--- src/rtl/fpst_pkg.sv ---
package fpst_pkg;

    localparam int FS_W    = 2;
    localparam int N_COPY  = 2;
    localparam int PRIM    = 0;
    localparam int GUEST   = 1;

    typedef enum logic [FS_W-1:0] {
        FS_OFF   = 2'd0,
        FS_INIT  = 2'd1,
        FS_CLEAN = 2'd2,
        FS_DIRTY = 2'd3
    } fs_e;

    typedef struct packed {
        logic wr_en;
        fs_e  val;
    } sw_wr_t;

    typedef struct packed {
        fs_e  st;
        logic sum;
        logic hw_upd;
    } cell_out_t;

    function automatic logic can_promote(input fs_e s);
        return (s == FS_INIT) || (s == FS_CLEAN);
    endfunction

    function automatic logic is_dirty(input fs_e s);
        return s == FS_DIRTY;
    endfunction

endpackage

--- src/rtl/fs_promote_ctl.sv ---
module fs_promote_ctl
    import fpst_pkg::*;
#(
    parameter int NC = N_COPY
) (
    input  logic          fp_issue,
    input  logic          fp_writes_state,
    input  logic          virt_on,
    input  fs_e           prim_cur,
    output logic          illegal,
    output logic [NC-1:0] hw_req
);
    logic base_req;

    always_comb begin
        illegal  = fp_issue && (prim_cur == FS_OFF);
        base_req = fp_issue && fp_writes_state && can_promote(prim_cur);
    end

    for (genvar g = 0; g < NC; g++) begin : g_req
        if (g == 0) begin : g_prim
            assign hw_req[g] = base_req;
        end else begin : g_shadow
            assign hw_req[g] = base_req && virt_on;
        end
    end
endmodule

--- src/rtl/fs_status_cell.sv ---
module fs_status_cell
    import fpst_pkg::*;
(
    input  logic      clk,
    input  logic      rst,
    input  logic      hw_req,
    input  sw_wr_t    sw,
    output cell_out_t q
);
    fs_e  st_q;
    logic sum_q;
    logic upd_q;
    fs_e  st_d;
    logic upd_d;

    always_comb begin
        st_d  = st_q;
        upd_d = 1'b0;
        if (sw.wr_en) begin
            st_d = sw.val;
        end else if (hw_req && !is_dirty(st_q)) begin
            st_d  = FS_DIRTY;
            upd_d = 1'b1;
        end
    end

    always_ff @(posedge clk) begin
        if (rst) begin
            st_q  <= FS_OFF;
            sum_q <= 1'b0;
            upd_q <= 1'b0;
        end else begin
            st_q  <= st_d;
            sum_q <= is_dirty(st_d);
            upd_q <= upd_d;
        end
    end

    assign q = '{st: st_q, sum: sum_q, hw_upd: upd_q};
endmodule

--- src/rtl/fp_ctx_tracker.sv ---
module fp_ctx_tracker
    import fpst_pkg::*;
(
    input  logic            clk,
    input  logic            rst,
    input  logic            fp_issue,
    input  logic            fp_writes_state,
    input  logic            virt_on,
    input  logic            sw_prim_we,
    input  logic [FS_W-1:0] sw_prim_val,
    input  logic            sw_guest_we,
    input  logic [FS_W-1:0] sw_guest_val,
    output logic [FS_W-1:0] prim_state,
    output logic            prim_sum,
    output logic            prim_hw_upd,
    output logic [FS_W-1:0] guest_state,
    output logic            guest_sum,
    output logic            guest_hw_upd,
    output logic            fp_illegal
);
    logic [N_COPY-1:0] hw_req;
    sw_wr_t            sw_bus [N_COPY];
    cell_out_t         cell_q [N_COPY];

    assign sw_bus[PRIM]  = '{wr_en: sw_prim_we,  val: fs_e'(sw_prim_val)};
    assign sw_bus[GUEST] = '{wr_en: sw_guest_we, val: fs_e'(sw_guest_val)};

    fs_promote_ctl #(.NC(N_COPY)) u_ctl (
        .fp_issue        (fp_issue),
        .fp_writes_state (fp_writes_state),
        .virt_on         (virt_on),
        .prim_cur        (cell_q[PRIM].st),
        .illegal         (fp_illegal),
        .hw_req          (hw_req)
    );

    for (genvar c = 0; c < N_COPY; c++) begin : g_cell
        fs_status_cell u_cell (
            .clk    (clk),
            .rst    (rst),
            .hw_req (hw_req[c]),
            .sw     (sw_bus[c]),
            .q      (cell_q[c])
        );
    end

    assign prim_state   = cell_q[PRIM].st;
    assign prim_sum     = cell_q[PRIM].sum;
    assign prim_hw_upd  = cell_q[PRIM].hw_upd;
    assign guest_state  = cell_q[GUEST].st;
    assign guest_sum    = cell_q[GUEST].sum;
    assign guest_hw_upd = cell_q[GUEST].hw_upd;
endmodule

--- config.mk ---
export PLATFORM = sky130hd
export DESIGN_NAME = fp_ctx_tracker
export DESIGN_NICKNAME = d
export VERILOG_FILES = /design/src/rtl/fpst_pkg.sv /design/src/rtl/fs_promote_ctl.sv /design/src/rtl/fs_status_cell.sv /design/src/rtl/fp_ctx_tracker.sv
export SDC_FILE = /design/constraint.sdc
export NUM_CORES = 1
export LEC_CHECK = 0
export BUFFER_PORTS_ARGS = -buffer_cell sky130_fd_sc_hd__buf_2
export CAP_MARGIN = 10
export CORE_AREA = 4 4 41 43
export DETAILED_ROUTE_END_ITERATION = 16
export DIE_AREA = 0 0 45 47
export SLEW_MARGIN = 0
export SYNTH_ARGS = -nofsm -noshare
export SYNTH_HDL_FRONTEND = slang
export SYNTH_SLANG_ARGS = --single-unit
export TNS_END_PERCENT = 30
--- constraint.sdc ---
create_clock -name clk -period 1.66 [get_ports clk]
set_clock_uncertainty 0.2 [all_clocks]
set_input_delay 0.166 -clock clk [delete_from_list [all_inputs] [get_ports clk]]
set_output_delay 0.166 -clock clk [all_outputs]
set_load 0.05 [all_outputs]
==> impl_metrics.tcl <==
set metrics [dict create \
    htreeDepth 1 \
    timing.hold.ws_ps 77.20 \
    die_area_mm2 0.002115 \
    layout_commonest_cell "buf_2" \
    rsz0062_at_grt "false" \
    grt_max_degree 9 \
    internal-power_uw 330.0 \
    drive_gt1_share_pct 39.06 \
    startpoint_type "flip-flop" \
    rrSetupSlack_ps 180 \
    fillCellCount 142 \
    finalCritPeriodShare_pct 94.69 \
    cp_max_fo 5 \
    core_region_area_mm2 0.001301 \
    routed_wl_um 866 \
    min_from "fp_writes_state" \
    cts.sink_count 8 \
    powerDensity_mw_per_mm2 903.9 \
    slew_viol_final 0 \
    slew_headroom_pct 80.20 \
    die_h_um 47 \
    worstHoldPathType "input port to flip-flop" \
    avgSynthCellArea_um2 9.280 \
    cp.required_ps 1290 \
    portBuffers 19 \
    die_w_um 45 \
    multi_input_area_um2 147.6 \
    start_util_pct 25.67 \
    numCtsBuffers 3 \
    regArea_um2 162.7 \
    grt_overflow 0 \
    via_per_inst 4.709 \
    cts_root_buffer "clkbuf_4" \
    cp-startpoint "g_cell[0].u_cell.st_q[0]" \
    wire_per_inst_um 10.96 \
    hpwlAfterDp_um 677.1 \
    grt_pass1_wl_um 1476 \
    firstDrtPassIters 2 \
    p_total_uw 487.5 \
    routabilityCongestion 0.6793 \
    clk_pin_slew_ps 60 \
    syn-num-nets 49 \
    power_leakage_uw 0.0002692 \
    ir_drop_v 0.0003022 \
    fmax_mhz 636.2 \
    cts_tree "built" \
    place_area_um2 446.7 \
    finalSetupTns_ps 0 \
    cts_resized 0 \
    clock_latency_ps 260 \
    drv_cap 0 \
    fin_nets 79 \
    track_usage_pct 10.38 \
    grt_pass1_vias 361 \
    critPathCaptureType "output port" \
    ys_ff_latch 8 \
    worstRegToRegCells 4 \
    syn_area_um2 334.1 \
    cp.arrival_ps 1210 \
    clockBufferDepth 2 \
    fin_crit_ps 1572 \
    share_seq_of_total_power_pct 43.7 \
    rows 13 \
    status "finished, final reports clean" \
    combPwrFrac_pct 24.9 \
    endpoint "fp_illegal" \
    net-switching-power_uw 157.5 \
    area_growth_syn_to_layout_pct 61.42 \
    clock_power_share_pct 31.3 \
    cts_setup_buffers 0 \
    ios 20 \
    n_antenna_cell 0 \
    tightest_slew_ps 296.2 \
    drc_errors 0 \
    switching_share_pct 32.30 \
    antenna_found_initial 0 \
    crit-reg2reg-launch "g_cell[0].u_cell.st_q[0]" \
    layout_common_cells "buf_2, dlygate4sd3_1, inv_1, a221oi_1, dfxtp_1" \
    num_vias 372 \
    setup_violations 0 \
    place_ws_ps 189.3 \
    ant_nets 0 \
    drt-initial-drc-count 1 \
    yosys_warnings 0 \
    ys_types 13 \
    r2r_end "g_cell[1].u_cell.upd_q" \
    finalHoldViolCount 0 \
    path_class "flip-flop to output port" \
    design_area_um2 539.3 \
    synthCells 36 \
    fin_ws_ps 88.12 \
    yosysSeqAreaShare_pct 47.94 \
]
-- worst min-delay path by stage --
stage | endpoint | cells past startpoint
after floorplan | g_cell[0].u_cell.upd_q | 1
after global placement | g_cell[1].u_cell.upd_q | 2
after global routing | g_cell[1].u_cell.upd_q | 3
final | g_cell[0].u_cell.upd_q | 3
after CTS | g_cell[0].u_cell.upd_q | 3
after detailed placement | g_cell[0].u_cell.upd_q | 2
-- critical path, cell delays in order (launching register included) --
cell and delay, ps:
dfxtp_2 360, inv_1 50, ha_1 170, and2_2 160, buf_2 200
-- sequential cells by signal (all words and copies together), names as in the netlist --
register and count:
g_cell.u_cell.upd_q 2, g_cell.u_cell.st_q 4, g_cell.u_cell.sum_q 2
-- logic make-up after synthesis --
logic type	count (synthesis)	synth area share, %
adder cells (fa/ha/maj)	2	7.489
flip-flops	8	47.94
AND/OR/NAND/NOR	10	14.98
buffers and inverters	7	7.864
AO/OA/AOI/OAI	9	21.72
-- cell usage after synthesis --
cell / number / area (um^2)
a2111oi_1: 1 / 10.01
a21oi_1: 2 / 10.01
a221oi_1: 6 / 52.55
and2_2: 1 / 7.510
clkbuf_1: 1 / 3.750
dfxtp_1: 8 / 160.2
ha_1: 2 / 25.02
inv_1: 6 / 22.52
nand2_1: 2 / 7.510
nand4_1: 1 / 6.260
nand4b_1: 1 / 8.760
nor2_1: 4 / 15.01
nor3_1: 1 / 5.000
-- routing by layer --
metal	vias up	track usage (%)	routed length (um)
li1	186	-	-
met1	166	10.09	342
met2	18	15.82	411
met3	2	7.280	100
met4	0	7.018	11
met5	-	0	0
-- what timing repair did --
item | CTS | global route
endpoints found under the hold margin | 8 | 0
endpoints found under the setup margin | 0 | 0
hold buffers | 7 | 0
-- power groups by stage --
stage	registers, uW	clock network [uW]	logic [uW]
floorplan	257	0	34.8
global placement	218	0	109
detailed placement	218	0	109
CTS	213	159	122
global route	215	173	132
finish	213	153	121
-- per-stage QoR --
| step | utilization [%] | cells |
|---|---|---|
| after floorplan | - | 36 |
| after global placement | 34.33 | 69 |
| after detailed placement | 34.33 | 69 |
| after CTS | 41.44 | 79 |
| after global routing | 41.44 | 79 |
| final | 41.44 | 79 |
-- layout make-up --
type,instances,area share [%]
clock buffer,3,4.176
multi-input combinational,21,27.38
timing repair buffer,26,30.63
tap,15,3.480
inverter,6,4.176
sequential,8,30.16
Power figures use the tool's default switching activity.
